### config.mk
export PLATFORM = sky130hd
export DESIGN_NAME = dbg_freeze_ctrl
export DESIGN_NICKNAME = d
export VERILOG_FILES = /design/src/rtl/dbgfrz_pkg.sv /design/src/rtl/dbgfrz_regs.sv /design/src/rtl/dbgfrz_stat_cell.sv /design/src/rtl/dbgfrz_stat_bank.sv /design/src/rtl/dbg_freeze_ctrl.sv
export SDC_FILE = /design/constraint.sdc
export NUM_CORES = 1
export LEC_CHECK = 0
export BUFFER_PORTS_ARGS = -buffer_cell sky130_fd_sc_hd__buf_2
export CORE_MARGIN = 4
export CORE_UTILIZATION = 50
export DETAILED_ROUTE_END_ITERATION = 7
export GPL_TIMING_DRIVEN = 0
export PLACE_DENSITY = 0.79
export SLEW_MARGIN = 20
export SYNTH_ARGS = -nofsm -noshare
export SYNTH_HDL_FRONTEND = slang
export SYNTH_SLANG_ARGS = --single-unit
### constraint.sdc
create_clock -name clk -period 3.13 [get_ports clk]
set_input_delay 0.4695 -clock clk [delete_from_list [all_inputs] [get_ports clk]]
set_output_delay 0.4695 -clock clk [all_outputs]
set_load 0.02 [all_outputs]
### src/rtl/dbgfrz_pkg.sv
package dbgfrz_pkg;
  localparam int NUM_MODS  = 8;
  localparam int NUM_STAT  = 4;
  localparam int DATA_W    = 8;
  localparam int ADDR_W    = 4;
  localparam int STAT_BASE = 2;

  typedef enum logic [ADDR_W-1:0] {
    A_CTRL = 4'd0,
    A_MASK = 4'd1
  } reg_addr_e;
endpackage

### src/rtl/dbgfrz_regs.sv
module dbgfrz_regs #(
  parameter int DATA_W   = 8,
  parameter int ADDR_W   = 4,
  parameter int NUM_MODS = 8
) (
  input  logic                clk,
  input  logic                rst,
  input  logic                wr_en,
  input  logic [ADDR_W-1:0]   wr_addr,
  input  logic [DATA_W-1:0]   wr_data,
  input  logic [ADDR_W-1:0]   rd_addr,
  output logic [DATA_W-1:0]   rd_val,
  output logic                rd_hit,
  output logic                halt,
  output logic [NUM_MODS-1:0] frz_out
);
  import dbgfrz_pkg::*;

  logic                halt_q;
  logic [NUM_MODS-1:0] mask_q;
  logic [NUM_MODS-1:0] frz_q;
  logic                unused_wbits;

  assign unused_wbits = ^wr_data;

  always_ff @(posedge clk) begin
    if (rst) begin
      halt_q <= 1'b0;
      mask_q <= '0;
    end else if (wr_en) begin
      if (wr_addr == A_CTRL) halt_q <= wr_data[0];
      if (wr_addr == A_MASK) mask_q <= wr_data[NUM_MODS-1:0];
    end
  end

  genvar k;
  generate
    for (k = 0; k < NUM_MODS; k++) begin : g_frz
      always_ff @(posedge clk) begin
        if (rst) frz_q[k] <= 1'b0;
        else     frz_q[k] <= halt_q & mask_q[k];
      end
    end
  endgenerate

  always_comb begin
    rd_val = '0;
    rd_hit = 1'b0;
    if (rd_addr == A_CTRL) begin
      rd_val[0] = halt_q;
      rd_hit    = 1'b1;
    end else if (rd_addr == A_MASK) begin
      rd_val[NUM_MODS-1:0] = mask_q;
      rd_hit               = 1'b1;
    end
  end

  assign halt    = halt_q;
  assign frz_out = frz_q;

  a_r3_frz_needs_halt: assert property (@(posedge clk) disable iff (rst)
    (|frz_q) |-> $past(halt_q));
endmodule

### src/rtl/dbgfrz_stat_cell.sv
module dbgfrz_stat_cell #(
  parameter int W      = 8,
  parameter bit EXEMPT = 1'b0
) (
  input  logic         clk,
  input  logic         rst,
  input  logic [W-1:0] set_i,
  input  logic         core_hit,
  input  logic         core_xdom,
  input  logic         host_hit,
  input  logic         halt,
  output logic [W-1:0] stat_q,
  output logic         pulse_q
);
  logic sup;
  logic clr;

  assign sup = core_hit & halt & ~EXEMPT & ~core_xdom;
  assign clr = (core_hit & ~sup) | host_hit;

  always_ff @(posedge clk) begin
    if (rst) begin
      stat_q  <= '0;
      pulse_q <= 1'b0;
    end else begin
      stat_q  <= (stat_q & ~{W{clr}}) | set_i;
      pulse_q <= clr;
    end
  end

  a_r4_pulse_src: assert property (@(posedge clk) disable iff (rst)
    pulse_q |-> $past(core_hit || host_hit));
  a_r5_frozen_keep: assert property (@(posedge clk) disable iff (rst)
    (sup && !host_hit) |=> (stat_q == ($past(stat_q) | $past(set_i))) && !pulse_q);
  a_r6_nmi_clears: assert property (@(posedge clk) disable iff (rst)
    (EXEMPT && core_hit && set_i == '0) |=> stat_q == '0);
  a_r7_xdom_clears: assert property (@(posedge clk) disable iff (rst)
    (core_hit && core_xdom && set_i == '0) |=> stat_q == '0 && pulse_q);
  a_r9_set_wins: assert property (@(posedge clk) disable iff (rst)
    (|set_i) |=> (stat_q & $past(set_i)) == $past(set_i));
endmodule

### src/rtl/dbgfrz_stat_bank.sv
module dbgfrz_stat_bank #(
  parameter int               W         = 8,
  parameter int               N         = 4,
  parameter int               ADDR_W    = 4,
  parameter int               BASE      = 2,
  parameter logic [N-1:0]     NMI_MASK  = 4'b0001,
  parameter logic [N-1:0]     HOST_MASK = 4'b1000
) (
  input  logic              clk,
  input  logic              rst,
  input  logic              halt,
  input  logic [N*W-1:0]    set_i,
  input  logic              core_rd,
  input  logic              core_xdom,
  input  logic [ADDR_W-1:0] core_addr,
  input  logic              host_rd,
  input  logic [ADDR_W-1:0] host_addr,
  output logic [W-1:0]      core_val,
  output logic              core_hit_any,
  output logic [W-1:0]      host_val,
  output logic [N-1:0]      pulse
);
  logic [N-1:0] c_hit;
  logic [N-1:0] h_hit;
  logic [W-1:0] stat [N];

  genvar i;
  generate
    for (i = 0; i < N; i++) begin : g_cell
      assign c_hit[i] = core_rd && (core_addr == ADDR_W'(BASE + i));
      assign h_hit[i] = host_rd && HOST_MASK[i] && (host_addr == ADDR_W'(BASE + i));

      dbgfrz_stat_cell #(.W(W), .EXEMPT(NMI_MASK[i])) u_cell (
        .clk      (clk),
        .rst      (rst),
        .set_i    (set_i[i*W +: W]),
        .core_hit (c_hit[i]),
        .core_xdom(core_xdom),
        .host_hit (h_hit[i]),
        .halt     (halt),
        .stat_q   (stat[i]),
        .pulse_q  (pulse[i])
      );
    end
  endgenerate

  always_comb begin
    core_val = '0;
    host_val = '0;
    for (int j = 0; j < N; j++) begin
      if (c_hit[j]) core_val = stat[j];
      if (h_hit[j]) host_val = stat[j];
    end
  end

  assign core_hit_any = |c_hit;

  a_r8_host_scope: assert property (@(posedge clk) disable iff (rst)
    ((h_hit & ~HOST_MASK) == '0));
endmodule

### src/rtl/dbg_freeze_ctrl.sv
module dbg_freeze_ctrl #(
  parameter int                               DATA_W    = dbgfrz_pkg::DATA_W,
  parameter int                               ADDR_W    = dbgfrz_pkg::ADDR_W,
  parameter int                               NUM_MODS  = dbgfrz_pkg::NUM_MODS,
  parameter int                               NUM_STAT  = dbgfrz_pkg::NUM_STAT,
  parameter logic [dbgfrz_pkg::NUM_STAT-1:0]  NMI_MASK  = 4'b0001,
  parameter logic [dbgfrz_pkg::NUM_STAT-1:0]  HOST_MASK = 4'b1000
) (
  input  logic                       clk,
  input  logic                       rst,
  input  logic                       core_valid,
  input  logic                       core_write,
  input  logic                       core_xdom,
  input  logic [ADDR_W-1:0]          core_addr,
  input  logic [DATA_W-1:0]          core_wdata,
  output logic [DATA_W-1:0]          core_rdata,
  input  logic                       host_valid,
  input  logic [ADDR_W-1:0]          host_addr,
  output logic [DATA_W-1:0]          host_rdata,
  input  logic [NUM_STAT*DATA_W-1:0] stat_set,
  output logic [NUM_MODS-1:0]        frz_out,
  output logic [NUM_STAT-1:0]        rd_pulse
);
  localparam int BASE = dbgfrz_pkg::STAT_BASE;

  logic              halt;
  logic              core_rd;
  logic              core_wr;
  logic [DATA_W-1:0] reg_val;
  logic              reg_hit;
  logic [DATA_W-1:0] stat_cval;
  logic              stat_chit;
  logic [DATA_W-1:0] stat_hval;
  logic [DATA_W-1:0] core_rdata_q;
  logic [DATA_W-1:0] host_rdata_q;

  assign core_rd = core_valid & ~core_write;
  assign core_wr = core_valid &  core_write;

  dbgfrz_regs #(.DATA_W(DATA_W), .ADDR_W(ADDR_W), .NUM_MODS(NUM_MODS)) u_regs (
    .clk    (clk),
    .rst    (rst),
    .wr_en  (core_wr),
    .wr_addr(core_addr),
    .wr_data(core_wdata),
    .rd_addr(core_addr),
    .rd_val (reg_val),
    .rd_hit (reg_hit),
    .halt   (halt),
    .frz_out(frz_out)
  );

  dbgfrz_stat_bank #(
    .W(DATA_W), .N(NUM_STAT), .ADDR_W(ADDR_W), .BASE(BASE),
    .NMI_MASK(NMI_MASK), .HOST_MASK(HOST_MASK)
  ) u_bank (
    .clk         (clk),
    .rst         (rst),
    .halt        (halt),
    .set_i       (stat_set),
    .core_rd     (core_rd),
    .core_xdom   (core_xdom),
    .core_addr   (core_addr),
    .host_rd     (host_valid),
    .host_addr   (host_addr),
    .core_val    (stat_cval),
    .core_hit_any(stat_chit),
    .host_val    (stat_hval),
    .pulse       (rd_pulse)
  );

  always_ff @(posedge clk) begin
    if (rst) begin
      core_rdata_q <= '0;
      host_rdata_q <= '0;
    end else begin
      if (core_rd) core_rdata_q <= reg_hit ? reg_val : (stat_chit ? stat_cval : '0);
      if (host_valid) host_rdata_q <= stat_hval;
    end
  end

  assign core_rdata = core_rdata_q;
  assign host_rdata = host_rdata_q;

  a_r3_halt_off: assert property (@(posedge clk) disable iff (rst)
    (core_wr && core_addr == ADDR_W'(0) && !core_wdata[0]) |=> ##1 frz_out == '0);
  a_r1_reset_state: assert property (@(posedge clk)
    $past(rst) |-> (frz_out == '0 && rd_pulse == '0 && core_rdata == '0));
endmodule

-- Word level (Yosys, flattened, before mapping)
Index checks and enable logic that the tools add are counted.
- eq/ne operators: 6
- multiplexer cells: 12
- bitwise gates (word level): 37
- reductions and logical operators: 9
- operators by type and width (cell ; number):
    2-to-1 mux 8 bit ; 8
    bitwise AND 8 bit ; 4
    inverter 8 bit ; 4
    bitwise OR 8 bit ; 4
    bitwise AND 1 bit ; 19
    == test 4 x 3 -> 1 bit (second input constant) ; 3
    == test 4 x 2 -> 1 bit (second input constant) ; 2
    2-to-1 mux 7 bit ; 1
    logical AND 1 bit ; 5
    inverter 1 bit ; 5
    == test 4 x 1 -> 1 bit (second input constant) ; 1
    logical NOT 4 bit ; 1
    AND reduction 2 bit ; 2
    OR reduction 4 bit ; 1
    2-to-1 mux 1 bit ; 3
    bitwise OR 1 bit ; 1
- bits in registers: 69
- input port bits: 54
- output and inout port bits: 28

-- Longest topological paths before layout
- word-level depth: 11
- gate-level depth with buffers: 6

-- By module
From an unflattened synthesis, not the netlist that was laid out.
- cells, all modules: 296
- area, all modules: 3050.4 µm²
- modules (own cells, without submodules) (module ; instances ; cells each ; area an instance (µm²)):
    dbgfrz_stat_cell (u_bank.g_cell[1].u_cell ...) ; 3 ; 22 ; 296.5
    dbgfrz_regs ; 1 ; 68 ; 693.2
    dbg_freeze_ctrl ; 1 ; 66 ; 653.1
    dbgfrz_stat_bank ; 1 ; 60 ; 483.0
    dbgfrz_stat_cell (u_bank.g_cell[0].u_cell) ; 1 ; 36 ; 331.6

-- Worst setup path after synthesis
No wires, ideal clock.
- path type: input to register
- start point: input port core_addr[1]
- end point: register core_rdata_q[1] (netlist: core_rdata[1])
- setup time: 0.092 ns
- arrival time: 1.630 ns
- path slack: 1.407 ns
- stages: 4
- buffers on the path: 0
- cells stage by stage: or3_1 -> nor3_1 -> a22oi_1 -> o32ai_1
- cells in the longest elaborated chain, start to end: 8
- elaborated cells between the ends (all ways): 21
- RTL lines (item ; RTL line ; source):
    start, declared ; dbg_freeze_ctrl.sv:14 ; input logic [ADDR_W-1:0] core_addr,
    == test 4 x 2 -> 1 bit ; dbgfrz_stat_bank.sv:30 ; assign c_hit[i] = core_rd && (core_addr == ADDR_W'(BASE + i));
    logical AND 1 bit ; dbgfrz_stat_bank.sv:30 ;
    2-to-1 mux 8 bit (4 in a row) ; dbgfrz_stat_bank.sv:51 ; if (c_hit[j]) core_val = stat[j];
    2-to-1 mux 8 bit ; dbg_freeze_ctrl.sv:77 ; if (core_rd) core_rdata_q <= reg_hit ? reg_val : (stat_chit ? stat_cval : '0);
    2-to-1 mux 8 bit (*) ; dbg_freeze_ctrl.sv:77 ;
    end signal, assigned ; dbg_freeze_ctrl.sv:77 ;
    end, declared ; dbg_freeze_ctrl.sv:34 ; logic [DATA_W-1:0] core_rdata_q;
Every way passes the cells marked *; elsewhere a longest branch is shown, timed or not.
A chain may end at the register's enable or synchronous reset.

-- Final worst setup path
- start point: input port core_addr[3]
- end point: register u_bank.g_cell[2].u_cell.stat_q[5]
- cells in the longest elaborated chain, start to end: 9
- RTL lines (item ; RTL line ; source):
    == test 4 x 3 -> 1 bit (*) ; dbgfrz_stat_bank.sv:30 ;
    logical AND 1 bit (*) ; dbgfrz_stat_bank.sv:30 ;
    bitwise AND 1 bit (2 in a row) ; dbgfrz_stat_cell.sv:18 ; assign sup = core_hit & halt & ~EXEMPT & ~core_xdom;
    inverter 1 bit ; dbgfrz_stat_cell.sv:19 ; assign clr = (core_hit & ~sup) | host_hit;
    bitwise AND 1 bit (*) ; dbgfrz_stat_cell.sv:19 ;
    inverter 8 bit (*) ; dbgfrz_stat_cell.sv:26 ; stat_q <= (stat_q & ~{W{clr}}) | set_i;
    bitwise AND 8 bit (*) ; dbgfrz_stat_cell.sv:26 ;
    bitwise OR 8 bit (*) ; dbgfrz_stat_cell.sv:26 ;
    end signal, assigned ; dbgfrz_stat_cell.sv:26 ;
    end, declared ; dbgfrz_stat_cell.sv:12 ; output logic [W-1:0] stat_q,
Marks and branches as above.

==> results_dict.tcl <==
set metrics [dict create \
    outcome "finished, final reports clean" \
    grt_overflow 0 \
    clk_path_buf_depth 2 \
    routed_wl_mm 6.560 \
    finalPower_mw 1.814 \
    layout.nets 411 \
    cp_common_cell "buf_2" \
    routed_via_density 5.501 \
    hpwlAfterDp_mm 4.840 \
    hold_slack_ns 0.3311 \
    cts_tree "yes" \
    critPathBufInv 2 \
    antenna_found_initial 0 \
    clock.fmax_mhz 563.2 \
    numCtsBuffers 9 \
    place_ws_ns 1.020 \
    yosys_warnings 0 \
    drc 0 \
    cp-end-kind "flop" \
    fin_cells 429 \
    ys_ff_latch 69 \
    finalHoldViolCount 0 \
    io_buffers 80 \
    post_synth.cell_area_avg_um2 9.718 \
    worstHoldStart "stat_set[3]" \
    die_area_mm2 0.006384 \
    routabilityCongestion 0.9764 \
    die_h_um 79.90 \
    irDropWorstVdd_mv 0.4593 \
    crit_type "in -> reg" \
    dp_cells 413 \
    die_w_um 79.90 \
    cp_top_family "simple AND/OR/NAND/NOR gates" \
    cts_resized 0 \
    crit_start "core_addr[3]" \
    ys_seq_area_frac 0.5344 \
    grt_usage 0.2077 \
    slew_violations 0 \
    drt-pass1-iter-count 5 \
    core_area_mm2 0.004880 \
    min_path_type "in -> reg" \
    cp-start-kind "input port" \
    start_util 0.5297 \
    power.leakage_nw 1.427 \
    cap_violations 0 \
    crit_arrival_ns 1.99 \
    grt_setup_unrepaired "false" \
    ys_types 31 \
    critical_path_required_ns 3.34 \
    netlist_area_mm2 0.002585 \
    cts_setup_buffers 0 \
    drtIter0Drc 198 \
    drive_above_1_share 0.2901 \
    clk_latency_ns 0.34 \
    vias 2360 \
    tns_ns 0 \
    grt_pass1_wl_mm 9.936 \
    cp_max_fo 10 \
    grt_max_degree 12 \
    nFillCells 431 \
    ctsHoldBuffers 0 \
    ios 82 \
    r2r-start "u_regs.halt" \
    worst_pin_slew_ns 0.7806 \
    slowest_delay_ns 0.40 \
    htree_num_levels 3 \
    synth_nets 320 \
    layout_setup_ws_ns 1.354 \
    crit_slowest_cell "nand4_1" \
    ant_nets 0 \
    root_buffer "clkbuf_8" \
    relSlewSlack 0.4756 \
    numClockSinks 69 \
    rows 25 \
    period_needed_ns 1.776 \
    crit_chain "buf_2 -> nor3b_1 -> buf_2 -> nand4_1 -> a21oi_1 -> nor2_1" \
    syn2layout_area_growth_pct 26.91 \
    grt_pass1_vias 2086 \
    fin_skew_ns 0.008926 \
    wl_per_cell_um 15.29 \
    period_share 0.5673 \
    powerDensity_mw_per_mm2 552.8 \
    antennaDiodeCount 0 \
    synth_cells 266 \
    path_clk_slew_ns 0.07 \
    setup_violations 0 \
]
-- placed cells by master, fill, tap and decap left out, types with 2 or more instances in the layout --
master	n
a21oi_1	34
a222oi_1	7
a22o_1	8
a22oi_1	7
a32o_1	7
and2_1	8
and3_1	2
buf_1	2
buf_2	82
buf_4	4
clkbuf_1	10
clkbuf_8	12
dfxtp_1	69
inv_1	2
mux2i_1	12
nand2_1	2
nand2b_1	4
nand3_1	2
nand4_1	2
nor2_1	53
nor2b_1	10
nor3_1	4
o32ai_1	7
-- routing by layer --
metal	track usage	wire (um)
met5	0	0
met3	0.03837	508
met1	0.2677	2866
met4	0.1233	124
met2	0.3220	3060
-- logic make-up after synthesis --
group	share of synthesized area
AOI/OAI and AO/OA	0.2018
DFF	0.5344
and+or+nand+nor	0.1830
muxes	0.04647
buffers and inverters	0.03437
-- Yosys cell counts --
library cell / count / area share
dfxtp_1: 69 / 0.53
nor2_1: 53 / 0.077
a21oi_1: 34 / 0.066
mux2i_1: 12 / 0.046
nor2b_1: 10 / 0.024
clkbuf_1: 9 / 0.013
a22o_1: 8 / 0.027
and2_1: 8 / 0.019
a222oi_1: 7 / 0.027
a22oi_1: 7 / 0.020
a32o_1: 7 / 0.027
o32ai_1: 7 / 0.024
buf_4: 4 / 0.012
nand2b_1: 4 / 0.0097
nor3_1: 4 / 0.0077
and3_1: 2 / 0.0048
buf_1: 2 / 0.0029
buf_2: 2 / 0.0039
inv_1: 2 / 0.0029
nand2_1: 2 / 0.0029
nand3_1: 2 / 0.0039
nand4_1: 2 / 0.0048
a211oi_2: 1 / 0.0048
a221oi_1: 1 / 0.0034
nand3b_1: 1 / 0.0029
nor3_4: 1 / 0.0063
nor3b_1: 1 / 0.0029
nor3b_2: 1 / 0.0048
nor4b_4: 1 / 0.0092
o22ai_1: 1 / 0.0024
or3_1: 1 / 0.0024
-- sequential cells by signal, indices dropped and copies added (netlist names) --
signal / flops
core_rdata: 8
u_regs.mask_q: 8
u_regs.frz_out: 8
u_bank.g_cell.u_cell.stat_q: 32
u_bank.g_cell.u_cell.pulse_q: 4
host_rdata: 8
u_regs.halt: 1
-- where the power goes --
part           internal, mW  switching, mW
Combinational        0.0598         0.0731
Sequential            0.913         0.0234
Clock                 0.432          0.312
-- worst min-delay path, stage by stage --
cell and delay, ns:
buf_2 0.07, a21oi_1 0.03, nor2_1 0.07
-- final cells by class --
cell class	count	area, um2	area share
inverters	2	7.507	0.002288
clock inverters	3	42.54	0.01297
plain buffers	17	81.33	0.02479
well taps	67	83.83	0.02555
repair buffers	80	400.4	0.1220
clock buffers	13	168.9	0.05149
multi-input cells	178	1115	0.3398
flip-flops and latches	69	1381	0.4211
-- metrics by stage --
| step | util | instance area, um2 |
|---|---|---|
| floorplan | - | 2585 |
| global placement | 0.6290 | 3069 |
| detailed placement | 0.6290 | 3069 |
| CTS | 0.6723 | 3281 |
| global route | 0.6723 | 3281 |
| finish | 0.6723 | 3281 |
-- final timing paths --
kind	to	slack (ns)	cells past startpoint
max	u_bank.g_cell[2].u_cell.stat_q[5]	1.35	6
min	u_bank.g_cell[0].u_cell.stat_q[3]	0.33	3
max reg2reg	u_bank.g_cell[2].u_cell.stat_q[5]	1.68	4
min reg2reg	u_bank.g_cell[2].u_cell.stat_q[2]	0.49	2
No activity file was read; power rests on OpenSTA's default activity.
